[src/rtl/dfl_pkg.sv]
package dfl_pkg;
    typedef enum logic [1:0] {
        ST_IDLE  = 2'd0,
        ST_DRIVE = 2'd1,
        ST_ECHO  = 2'd2,
        ST_QUIET = 2'd3
    } pa_state_e;
endpackage

[src/rtl/dfl_fifo.sv]
module dfl_fifo #(
    parameter int W     = 36,
    parameter int DEPTH = 16
) (
    input  logic         clk,
    input  logic         rst,
    input  logic         push,
    input  logic         pop,
    input  logic [W-1:0] din,
    output logic [W-1:0] head,
    output logic         full,
    output logic         empty
);
    localparam int AW = (DEPTH > 1) ? $clog2(DEPTH) : 1;
    localparam int CW = $clog2(DEPTH + 1);
    localparam logic [AW-1:0] LAST = AW'(DEPTH - 1);

    logic [W-1:0]  mem [DEPTH];
    logic [AW-1:0] wptr, rptr;
    logic [CW-1:0] cnt, cnt_nxt;
    logic          do_push, do_pop;

    assign do_push = push & ~full;
    assign do_pop  = pop & ~empty;
    assign head    = mem[rptr];

    always_comb begin
        unique case ({do_push, do_pop})
            2'b10:   cnt_nxt = cnt + CW'(1);
            2'b01:   cnt_nxt = cnt - CW'(1);
            default: cnt_nxt = cnt;
        endcase
    end

    always_ff @(posedge clk) begin
        if (do_push) mem[wptr] <= din;
    end

    always_ff @(posedge clk) begin
        if (rst) begin
            wptr  <= '0;
            rptr  <= '0;
            cnt   <= '0;
            full  <= 1'b0;
            empty <= 1'b1;
        end else begin
            if (do_push) wptr <= (wptr == LAST) ? '0 : wptr + AW'(1);
            if (do_pop)  rptr <= (rptr == LAST) ? '0 : rptr + AW'(1);
            cnt   <= cnt_nxt;
            full  <= (cnt_nxt == CW'(DEPTH));
            empty <= (cnt_nxt == '0);
        end
    end
endmodule

[src/rtl/dfl_pa_ctrl.sv]
module dfl_pa_ctrl
    import dfl_pkg::*;
(
    input  logic      clk,
    input  logic      rst,
    input  logic      cs_n,
    input  logic      en,
    input  logic      wr,
    input  logic      mbox,
    input  logic      loop_en,
    input  logic      loop_echo,
    output pa_state_e state,
    output logic      oe,
    output logic      wr_req,
    output logic      rd_req,
    output logic      loop_act
);
    pa_state_e state_nxt;
    logic      access;

    assign access = ~cs_n & en & ~mbox;

    always_comb begin
        if (loop_en)
            state_nxt = loop_echo ? ST_ECHO : ST_QUIET;
        else if (~cs_n & ~wr)
            state_nxt = ST_DRIVE;
        else
            state_nxt = ST_IDLE;
    end

    always_ff @(posedge clk) begin
        if (rst) state <= ST_IDLE;
        else     state <= state_nxt;
    end

    always_comb begin
        oe       = 1'b0;
        wr_req   = 1'b0;
        rd_req   = 1'b0;
        loop_act = 1'b0;
        unique case (state)
            ST_IDLE: begin
                wr_req = access & wr;
                rd_req = access & ~wr;
            end
            ST_DRIVE: begin
                oe     = 1'b1;
                wr_req = access & wr;
                rd_req = access & ~wr;
            end
            ST_ECHO: begin
                oe       = 1'b1;
                loop_act = 1'b1;
            end
            ST_QUIET: begin
                loop_act = 1'b1;
            end
            default: ;
        endcase
    end
endmodule

[src/rtl/dual_fifo_loop.sv]
module dual_fifo_loop
    import dfl_pkg::*;
#(
    parameter int W     = 36,
    parameter int DEPTH = 16
) (
    input  logic         clk,
    input  logic         rst,
    input  logic         fwft,
    input  logic         pa_cs_n,
    input  logic         pa_en,
    input  logic         pa_wr,
    input  logic         pa_mbox,
    input  logic [W-1:0] pa_din,
    output logic [W-1:0] pa_dout,
    output logic         pa_oe,
    input  logic         loop_en,
    input  logic         loop_echo,
    input  logic         far_rd,
    output logic [W-1:0] far_dout,
    input  logic         far_wr,
    input  logic [W-1:0] far_din,
    output logic         f1_full,
    output logic         f1_empty,
    output logic         f2_full,
    output logic         f2_empty
);
    pa_state_e    pa_state;
    logic         wr_req, rd_req, loop_act;
    logic         loop_xfer;
    logic         f1_push, f1_pop, f2_push, f2_pop;
    logic [W-1:0] f1_din, f2_head, hold_q, loop_word;

    dfl_pa_ctrl u_ctrl (
        .clk       (clk),
        .rst       (rst),
        .cs_n      (pa_cs_n),
        .en        (pa_en),
        .wr        (pa_wr),
        .mbox      (pa_mbox),
        .loop_en   (loop_en),
        .loop_echo (loop_echo),
        .state     (pa_state),
        .oe        (pa_oe),
        .wr_req    (wr_req),
        .rd_req    (rd_req),
        .loop_act  (loop_act)
    );

    assign loop_xfer = loop_act & ~f2_empty & ~f1_full;
    assign loop_word = fwft ? f2_head : hold_q;

    assign f1_push = loop_xfer | (wr_req & ~f1_full);
    assign f1_din  = loop_xfer ? loop_word : pa_din;
    assign f1_pop  = far_rd & ~f1_empty;
    assign f2_push = far_wr & ~f2_full;
    assign f2_pop  = loop_xfer | (rd_req & ~f2_empty);

    dfl_fifo #(.W(W), .DEPTH(DEPTH)) u_fwd (
        .clk   (clk),
        .rst   (rst),
        .push  (f1_push),
        .pop   (f1_pop),
        .din   (f1_din),
        .head  (far_dout),
        .full  (f1_full),
        .empty (f1_empty)
    );

    dfl_fifo #(.W(W), .DEPTH(DEPTH)) u_ret (
        .clk   (clk),
        .rst   (rst),
        .push  (f2_push),
        .pop   (f2_pop),
        .din   (far_din),
        .head  (f2_head),
        .full  (f2_full),
        .empty (f2_empty)
    );

    always_ff @(posedge clk) begin
        if (rst)         hold_q <= '0;
        else if (f2_pop) hold_q <= f2_head;
    end

    assign pa_dout = (fwft & ~f2_empty) ? f2_head : hold_q;
endmodule

[config.mk]
export PLATFORM = sky130hd
export DESIGN_NAME = dual_fifo_loop
export DESIGN_NICKNAME = d
export VERILOG_FILES = /design/src/rtl/dfl_pkg.sv /design/src/rtl/dfl_fifo.sv /design/src/rtl/dfl_pa_ctrl.sv /design/src/rtl/dual_fifo_loop.sv
export SDC_FILE = /design/constraint.sdc
export NUM_CORES = 1
export LEC_CHECK = 0
export ABC_AREA = 1
export BUFFER_PORTS_ARGS = -buffer_cell sky130_fd_sc_hd__buf_2
export CAP_MARGIN = 20
export CORE_MARGIN = 2
export CORE_UTILIZATION = 46
export DETAILED_ROUTE_END_ITERATION = 7
export GPL_ROUTABILITY_DRIVEN = 0
export MAX_ROUTING_LAYER = met4
export PLACE_DENSITY = 0.62
export SYNTH_ARGS = -nofsm -noshare
export SYNTH_HDL_FRONTEND = slang
export SYNTH_SLANG_ARGS = --single-unit
[constraint.sdc]
create_clock -name clk -period 7.5 [get_ports clk]
set_input_delay 0.375 -clock clk [delete_from_list [all_inputs] [get_ports clk]]
set_output_delay 0.375 -clock clk [all_outputs]
set_load 0.02 [all_outputs]
# Yosys cells after proc, flatten, opt, wreduce, memory -nomap -nowiden
# Memory sizes are Yosys's and may differ from the RTL's. A register that Yosys moved wholly into a read port is not among the register bits.
# Index checks and enable logic that the tools add are counted.
dict set report word_totals {
  out_inout_bits 77
  regBits 68
  mem_bits_rw 1152
  memories 2
  inputBits 83
  elab_cells 90
}
# name depth word_bits rd rd_clocked_by_memory_dff write_ports line
set mem_list {}
lappend mem_list {u_fwd.mem 16 36 1 1 1 dfl_fifo.sv:18} ;# logic [W-1:0] mem [DEPTH];
lappend mem_list {u_ret.mem 16 36 1 1 1 dfl_fifo.sv:18}
dict set report op_classes {
  eq_ne 13
  n_reduce_logical 6
  add_sub_neg 8
  muxes 24
  bitwise_logic 25
}
# operator count
set op_table {}
lappend op_table {{$mux 36} 3}
lappend op_table {{$mux 4} 8}
lappend op_table {{$pmux 5 s2} 2}
lappend op_table {{$add 4x1->4 const B} 4}
lappend op_table {{$and 1x1->1} 16}
lappend op_table {{$eq 4x4->1 const B} 4}
lappend op_table {{$add 5x1->5 const B} 2}
lappend op_table {{$eq 5x5->1 const B} 2}
lappend op_table {{$logic_not 5->1} 2}
lappend op_table {{$mux 1} 10}
lappend op_table {{$sub 5x1->5 const B} 2}
lappend op_table {{$eq 2x2->1 const B} 4}
lappend op_table {{$not 1->1} 7}
lappend op_table {{$eq 2x1->1 const B} 3}
lappend op_table {{$reduce_or 2->1} 3}
lappend op_table {{$logic_not 2->1} 1}
lappend op_table {{$mux 2} 1}
lappend op_table {{$or 1x1->1} 2}

# Longest topological paths before layout
# Gate-level depths: netlist (run 1).
dict set report depth {
  ltp_word 11
  mapped_depth 21
  mapped_depth_nobuf 21
}

# Cells and area by module
# Synthesis (run 1) repeated with hierarchy kept, for this count alone.
dict set report hier_totals {
  hier_cells 3841
  hier_area_um2 51117.8
}
# module instances area_per_inst_um2 cells_each seq_area_each_um2
set by_module_without_submodules {}
lappend by_module_without_submodules {dfl_fifo 2 24129.4 1665 17677.0}
lappend by_module_without_submodules {dual_fifo_loop 1 2683.8 484 720.7}
lappend by_module_without_submodules {dfl_pa_ctrl 1 175.2 27 40.0}

# Worst setup path after synthesis (run 1)
# OpenSTA, ideal clock, no wires.
dict set report synth_path {
  kind {register to register}
  startpoint {register u_ctrl.state[0]}
  endpoint {memory u_fwd.mem[11][0] (enable)}
  t_arrival_ns 2.516
  n_path_buf 0
  slack_ns 4.555
  period_less_slack_ns 2.945
  setup_ns 0.429
  stages_incl_launch_ff 8
  t_required_ns 7.071
  cell_sequence {dfxtp_1 -> inv_1 -> ha_1 -> or2_2 -> nand4_1 -> nand2_1 -> nand2_1 -> nor2_1}
}
dict set report synth_via {
  elab_chain_len 9
  word_cells_on_any_way 15
  classes_between {eq/ne (3); mux (4); bitwise (5); reduce/logical (3)}
}
# element line
set synth_rtl {}
lappend synth_rtl {{start, declared} dfl_pa_ctrl.sv:12} ;# output pa_state_e state,
lappend synth_rtl {{start signal, assigned} dfl_pa_ctrl.sv:34} ;# else state <= state_nxt;
lappend synth_rtl {{$eq 2x2->1} dfl_pa_ctrl.sv:42} ;# unique case (state)
lappend synth_rtl {{$reduce_or 2->1 (no line)} --}
lappend synth_rtl {{$mux 1} dfl_pa_ctrl.sv:42}
lappend synth_rtl {{$and 1x1->1 (2 in series)} dual_fifo_loop.sv:50} ;# assign loop_xfer = loop_act & ~f2_empty & ~f1_full;
lappend synth_rtl {{$or 1x1->1 (*)} dual_fifo_loop.sv:53} ;# assign f1_push = loop_xfer | (wr_req & ~f1_full);
lappend synth_rtl {{$and 1x1->1 (*)} dfl_fifo.sv:23} ;# assign do_push = push & ~full;
lappend synth_rtl {{$mux 1 (*)} dfl_fifo.sv:36} ;# if (do_push) mem[wptr] <= din;
lappend synth_rtl {{$mux 1 (implied by the code) (*)} dfl_fifo.sv:36}
lappend synth_rtl {{end, declared} dfl_fifo.sv:18}
# Mark *: on every way between the ends. The rest lies on a longest branch, timed or not.

==> results of run 1 <==
==> power by group through the flow <==
stage / registers (mW) / clock network [mW] / logic (mW)
after floorplan: 7.88 / 0 / 1.64
after global placement: 7.92 / 0 / 2.31
after detailed placement: 7.93 / 0 / 2.34
after CTS: 7.79 / 6.25 / 2.36
after global routing: 7.80 / 6.52 / 2.60
final: 7.78 / 6.16 / 2.36
==> sequential cells by signal (all words and copies together) (netlist names), named ones only <==
register / count
u_ret.rptr: 4
hold_q: 36
u_ret.mem: 576
u_fwd.empty: 1
u_ret.wptr: 4
u_fwd.mem: 576
u_ret.empty: 1
u_ctrl.state: 2
u_fwd.full: 1
u_fwd.cnt: 5
u_ret.cnt: 5
u_fwd.rptr: 4
u_ret.full: 1
u_fwd.wptr: 4
==> timing repair <==
item,CTS,global route
resized for setup,0,0
setup endpoints to repair,0,0
endpoints found under the hold margin,398,0
hold buffers,35,0
==> path summary, 6_finish.rpt <==
kind	slack, ns	end	cells after the start
worst min-delay path	0.03	u_ctrl.state[1]$_SDFF_PP0_	2
worst min register to register	0.50	u_fwd.wptr[0]$_SDFFE_PP0P_	2
worst max register to register	3.28	u_fwd.mem[14][35]$_DFFE_PP_	9
worst max-delay path	3.02	pa_dout[1]	11
==> routing by layer <==
layer,up-vias,part of all wire,GRT usage
met1,16300,0.43,0.344
met4,0,0.025,0.0760
li1,15300,-,-
met2,1397,0.47,0.391
met5,-,0,-
met3,223,0.079,0.0423
==> worst max-delay path, stage by stage, from the launching register on <==
cell                      delay (ns)
sky130_fd_sc_hd__dfxtp_4        0.36
sky130_fd_sc_hd__buf_4          0.74
sky130_fd_sc_hd__buf_12         0.75
sky130_fd_sc_hd__nor2_1         0.13
sky130_fd_sc_hd__nor2_1         0.13
sky130_fd_sc_hd__o21ai_0        0.10
sky130_fd_sc_hd__nand3_1        0.10
sky130_fd_sc_hd__nand3_1        0.10
sky130_fd_sc_hd__nand2_1        0.25
sky130_fd_sc_hd__nand3_1        0.12
sky130_fd_sc_hd__nand2_1        0.18
sky130_fd_sc_hd__buf_2          0.19
==> cells by family (layout without fill, tap and decap cells) <==
group,after synthesis,count (layout),synth area share
simple gates,1458,1458,0.119
flops,1228,1228,0.706
compound gates,796,796,0.0909
buf+inv,594,823,0.0513
mux,138,138,0.0270
fa+ha+maj,20,20,0.00489
xor+xnor,5,5,0.000856
other cells,0,11,0
==> cells in the final DEF (no fill, tap or decap), types with 140 or more instances in the layout <==
master and n:
sky130_fd_sc_hd__a21oi_1 172, sky130_fd_sc_hd__buf_2 158, sky130_fd_sc_hd__clkbuf_16 140, sky130_fd_sc_hd__edfxtp_1 1152
sky130_fd_sc_hd__inv_1 324, sky130_fd_sc_hd__nand2_1 602, sky130_fd_sc_hd__nand3_1 388, sky130_fd_sc_hd__nor2_1 374
sky130_fd_sc_hd__o211ai_1 185, sky130_fd_sc_hd__o21ai_0 321
==> Yosys cell counts (all sizes together) (2+ instances only) <==
cell	count
a211oi	2
a21oi	172
buf	157
clkbuf	102
clkinv	3
dfxtp	76
edfxtp	1152
ha	20
inv	332
mux2i	138
nand2	613
nand3	392
nand4	6
nor2	421
nor3	5
o211ai	185
o21ai	397
o21bai	38
or2	19
xor2	4
==> through the flow <==
step / std cells / setup slack (ns) / cell area (um^2)
6_report: 5967 / 3.02 / 57700
5_1_grt: 5966 / 2.81 / 57700
4_1_cts: 5956 / 3.09 / 57700
3_5_place_dp: 5687 / 3.39 / 53300
3_3_place_gp: 5687 / 3.54 / 53300
2_1_floorplan: 4239 / 4.55 / 51200
==> cell type report <==
class | count | area [um^2] | share of cell area
Inverter | 335 | 1270 | 0.0220
Multi-Input combinational cell | 2417 | 12700 | 0.220
Clock inverter | 42 | 314 | 0.00544
Antenna cell | 11 | 27.5 | 0.000477
Clock buffer | 192 | 3760 | 0.0651
Sequential cell | 1228 | 36100 | 0.626
Tap cell | 1488 | 1860 | 0.0323
Timing Repair Buffer | 254 | 1650 | 0.0286
==> summary.log, run 1 <==
[final_layout] layout overhead on the synthesized area 12.8%
[grt] number of global-route vias before repair 31000
[power_and_ir_drop] areal power density over the cells 283 nW/um^2
[floorplan] initial core utilization 0.463
[setup_path] source of the worst register-to-register timing path u_ctrl.state[0]$_SDFF_PP0_
[timing] Min Clock Period, post-route 4.48 ns
[worst_hold_path] worst min-delay path class input pin to flop
[synth] yosys warns 0
[synth] post-synthesis cell count 4239
[setup_path] largest fanout on the critical path 201
[synth] number of distinct standard cells referenced by the synthesized netlist 36
[power_and_ir_drop] portion of total power attributed to combinational logic 0.145
[floorplan] width of the chip 338 um
[cts] deepest clock path buffer count 3
[timing] relative slew slack 0.224
[timing] count of endpoints failing hold in the final timing report 0
[power_and_ir_drop] cell leakage power 20.6 nW
[timing] max-slew violation count 0
[synth] area of the mapped netlist 51200 um^2
[run] count of max-cap constraint violations 0
[worst_hold_path] hold path start rst
[power_and_ir_drop] VDD IR max 0.000193 V
[synth] main flop type after synthesis sky130_fd_sc_hd__edfxtp_1
[cts] maximum level of the CTS H-tree 4
[synth] number of storage elements in the synthesis netlist 1228
[routing] total via count after detailed routing 33200
[setup_path] Worst Setup Path Type flop to primary output
[routing] drt pass-1 iters 6
[floorplan] Die Footprint 114000 um^2
[routing] post-detailed-route wirelength per cell 23.5 um
[synth] biggest area consumer among synthesized cells sky130_fd_sc_hd__edfxtp_1
[final_layout] final core utilization 0.522
[timing] highest clock rate 223 MHz
[outcome] status completed
[final_layout] fraction of layout cells with a size suffix above 1 0.116
[floorplan] site row count 122
[power_and_ir_drop] share of power burned in the clock network 0.378
[grt] initial antenna violation count 12
[cts] buffers inserted during post-CTS setup optimization 0
[power_and_ir_drop] Design Power 16.3 mW
[timing] worst hold-check slack 0.0336 ns
[routing] routed wire length 140000 um
[cts] Clock Sink Count 1228
[floorplan] Core Footprint 111000 um^2
[setup_path] element type at the critical path end primary output
[power_and_ir_drop] Cell Int Power 12.0 mW
[setup_path] data required time at the worst endpoint 7.12 ns
[floorplan] height of the chip 338 um
[timing] Final Setup Violations 0
[power_and_ir_drop] portion of total power attributed to sequential cells 0.477
[setup_path] startpoint type of the worst setup path flop
[synth] fraction of registers with async set/reset 0
[final_layout] Layout Nets 4470
[routing] number of vias per cell after detailed routing 5.56
[timing] clock skew 0.0298 ns
[timing] post-route setup TNS 0 ns
[cts] clock network latency to the later pin of the worst-skew pair 0.74 ns
[synth] sequential-to-total area share from yosys stat 0.706
[final_layout] filler cell count in the final layout 9431
[synth] most area-consuming cells after synthesis sky130_fd_sc_hd__edfxtp_1 68%, sky130_fd_sc_hd__nand2_1 4.4%, sky130_fd_sc_hd__nand3_1 3.8%
[setup_path] data arrival time of the worst path 4.10 ns
[power_and_ir_drop] switching share of power 0.264
[grt] Overall Global Routing Usage 0.253
[synth] average footprint of a synthesized cell 12.1 um^2
[power_and_ir_drop] Switching Power 4.31 mW
[placed_design] post-DP HPWL 71900 um
[timing] unrepaired setup endpoints after global routing false
[synth] number of synthesized flops with an enable pin 1152
[synth] number of nets produced by synthesis 4342
[grt] maximum number of pins on one net before global-route repair 202
[grt] GRT Residual Overflow 0
[timing] post-route clock period utilization 0.597
[cts] TritonCTS Buffers 131
[cts] root cell of the clock tree sky130_fd_sc_hd__clkbuf_16
[cts] TritonCTS clock tree built
[routing] number of DRC markers after the initial detailed-route iteration 3482
[floorplan] I/O pin total 160
[grt] wire length of the first global-routing pass 205000 um
[routing] final antenna-violating net count 0
[cts] clock input transition at the sequential cells of the worst setup and hold paths 0.06 ns
[routing] DRC violation count after routing 0
[placed_design] number of buffer cells added on primary ports 159
[timing] Tightest Pin Transition 1.16 ns
[synth] area share of the largest cell type after synthesis 0.676
Note: power is estimated with default switching activity, not from simulation.
==> inputs of run 2 (changes only) <==
clock period = 4.4 ns   (was 7.5 ns; I/O delays follow)
==> run 2 against run 1 <==
  * Clock-buffer cell count shrank 45
  * Die area stayed put
  * Combinational power up 73%
  * Register-to-register slack worse by 2.0 ns
  * Final cell count increased by 0.45%
  * Critical path depth shrank 2
  * Via count is 0.82% higher
  * Flip-flop and latch count unchanged
  * Critical endpoint is now pa_dout[25]
  * Largest power group unchanged
==> summary.log, run 2 (same netlist as run 1, synthesis figures left out) <==
[setup_path] largest fanout on the critical path 64 [-68%]
[setup_path] startpoint type of the worst setup path flop
[timing] relative slew slack 0.234 [+0.0102]
[routing] number of DRC markers after the initial detailed-route iteration 3906 [+12%]
[timing] post-route setup TNS 0 ns [unchanged]
[final_layout] Final Non-Filler Cells 5994 [+0.45%]
[routing] final antenna-violating net count 0 [unchanged]
[placed_design] post-DP HPWL 78900 um [+9.7%]
[placed_design] instance count after placement with tap cells included 5724 [+0.65%]
[final_layout] post-route cell area 58100 um^2 [+0.60%]
[routing] DRC violation count after routing 0 [unchanged]
[timing] highest clock rate 283 MHz
[floorplan] I/O pin total 160 [unchanged]
[floorplan] width of the chip 338 um [unchanged]
[timing] count of endpoints failing hold in the final timing report 0 [unchanged]
[routing] post-detailed-route wirelength per cell 23.4 um [-0.19%]
[final_layout] leading cell type in the layout, fill and taps excluded sky130_fd_sc_hd__edfxtp_1
[floorplan] initial core utilization 0.463 [unchanged]
[setup_path] setup slack of the most critical reg-to-reg path 1.32 ns [-1.96 ns]
[timing] Tightest Pin Transition 1.15 ns [-0.0139 ns]
[setup_path] max incr delay on CP 0.47 ns [-0.28 ns]
[timing] clock skew 0.0271 ns [-0.00266 ns]
[timing] unrepaired setup endpoints after global routing false
[routing] drt pass-1 iters 5 [-1]
[power_and_ir_drop] areal power density over the cells 475 nW/um^2 [+68%]
[timing] max-slew violation count 0 [unchanged]
[power_and_ir_drop] VDD IR max 0.000384 V [+99%]
[final_layout] filler cell count in the final layout 9419 [-0.13%]
[grt] Overall Global Routing Usage 0.252 [-0.000371]
[power_and_ir_drop] cell leakage power 20.8 nW [+0.82%]
[cts] root cell of the clock tree sky130_fd_sc_hd__clkbuf_16
[worst_hold_path] worst min-delay path class input pin to flop
[grt] maximum number of pins on one net before global-route repair 138 [-32%]
[setup_path] Critical Path Slowest Stage Cell sky130_fd_sc_hd__inv_6
[outcome] status completed
[floorplan] Core Footprint 111000 um^2 [unchanged]
[setup_path] cell chain of the critical path inv_6 -> buf_12 -> o21ai_0 -> nand3_1 -> nand3_1 -> nand2_1 -> nand3_1 -> nand2_1 -> buf_2
[cts] Hold Buf Count CTS 42 [+20%]
[routing] routed wire length 141000 um [+0.26%]
[grt] wire length of the first global-routing pass 205000 um [+0.17%]
[setup_path] data arrival time of the worst path 3.31 ns [-0.79 ns]
[timing] Min Clock Period, post-route 3.53 ns
[run] count of max-cap constraint violations 0 [unchanged]
[cts] Clock Sink Count 1228 [unchanged]
[final_layout] layout overhead on the synthesized area 13.4%
[cts] maximum level of the CTS H-tree 3 [-1]
[timing] Final Setup Violations 0 [unchanged]
[routing] total via count after detailed routing 33500 [+0.82%]
[floorplan] height of the chip 338 um [unchanged]
[routing] number of vias per cell after detailed routing 5.59 [+0.36%]
[cts] CTS-repair resized insts 0 [unchanged]
[floorplan] Die Footprint 114000 um^2 [unchanged]
[setup_path] data required time at the worst endpoint 4.18 ns [-2.94 ns]
[cts] deepest clock path buffer count 3 [unchanged]
[floorplan] site row count 122 [unchanged]
[timing] post-route clock period utilization 0.802
[cts] TritonCTS clock tree built
[grt] initial antenna violation count 11 [-1]
[final_layout] registers with the most flip-flops u_fwd.mem: 576 flops, u_ret.mem: 576 flops, hold_q: 36 flops
[setup_path] element type at the critical path end primary output
[final_layout] fraction of layout cells with a size suffix above 1 0.123 [+0.00720]
[final_layout] combined flip-flop and latch cell area 36100 um^2 [unchanged]
[placed_design] placed cell area 53700 um^2 [+0.85%]
[cts] TritonCTS Buffers 121 [-7.6%]
[cts] buffers inserted during post-CTS setup optimization 0 [unchanged]
[cts] clock input transition at the sequential cells of the worst setup and hold paths 0.06 ns [about the same]
[final_layout] highest-count cells in the layout ignoring fill and taps 1152 x sky130_fd_sc_hd__edfxtp_1, 602 x sky130_fd_sc_hd__nand2_1, 388 x sky130_fd_sc_hd__nand3_1
[final_layout] Layout Nets 4504 [+0.76%]
[setup_path] Worst Setup Path Type flop to primary output
[cts] clock network latency to the later pin of the worst-skew pair 0.71 ns [-0.03 ns]
[setup_path] Critical Path Most Common Cell sky130_fd_sc_hd__nand3_1
[final_layout] area of the multi-input gates 12700 um^2 [unchanged]
[grt] number of global-route vias before repair 31200 [+0.61%]
[placed_design] number of buffer cells added on primary ports 159 [unchanged]
[grt] GRT Residual Overflow 0 [unchanged]
run 2: cell count changes in the layout (fill, tap and decap cells not counted), sizes merged:
| cell | before | now |
|---|---|---|
| dlygate4sd3 | 35 | 42 |
| clkinvlp | 2 | 9 |
| inv | 336 | 337 |
| bufinv | 4 | 14 |
| buf | 219 | 256 |
| diode | 11 | 7 |
| clkbuf | 192 | 147 |
| clkinv | 35 | 49 |
run 2: path summary, 6_finish.rpt:
check	end	cells past startpoint	startpoint
max	pa_dout[25]	9	flop
min reg2reg	u_ret.wptr[2]$_SDFFE_PP0P_	2	u_ret.wptr[2]$_SDFFE_PP0P_
min	u_ret.wptr[0]$_SDFFE_PP0P_	6	far_wr
max reg2reg	u_fwd.mem[5][17]$_DFFE_PP_	7	flop
run 2: layout make-up:
| class | count | share of cell area |
|---|---|---|
| Sequential cell | 1228 | 0.622 |
| Multi-Input combinational cell | 2417 | 0.219 |
| Clock buffer | 147 | 0.0542 |
| Timing Repair Buffer | 298 | 0.0374 |
| Tap cell | 1488 | 0.0321 |
| Inverter | 335 | 0.0219 |
| Clock inverter | 74 | 0.0131 |
| Antenna cell | 7 | 0.000302 |
run 2: report_power, final:
part | total [mW] | switching, mW | internal, mW
clock | 10.2 | 4.34 | 5.88
sequential | 13.3 | 0.165 | 13.1
combinational | 4.09 | 2.85 | 1.24
run 2: through the flow:
| stage | hold WS (ns) | utilization | setup slack [ns] | total power [mW] |
|---|---|---|---|---|
| 2_1_floorplan | 0.315 | - | 1.45 | 16.2 |
| 3_3_place_gp | 0.423 | 0.486 | 1.46 | 17.5 |
| 3_5_place_dp | 0.433 | 0.486 | 1.45 | 17.6 |
| 4_1_cts | 0.0123 | 0.525 | 0.932 | 27.7 |
| 5_1_grt | 0.0748 | 0.525 | 0.729 | 28.5 |
| 6_report | 0.0401 | 0.525 | 0.871 | 27.6 |
run 2: per-layer routing:
metal,part of all wire,global-route usage,routed length (um)
met5,0,-,0
met4,0.022,0.0610,3050
met3,0.077,0.0346,10800
met2,0.47,0.400,66200
met1,0.43,0.346,60500
run 2: critical path: cells and delay by family (launching register included):
family,cells,cell delay (ns)
AND/OR/NAND/NOR,5,0.77
buffers and inverters,3,1.11
AO/OA/AOI/OAI,1,0.17
flip-flops,1,0.45
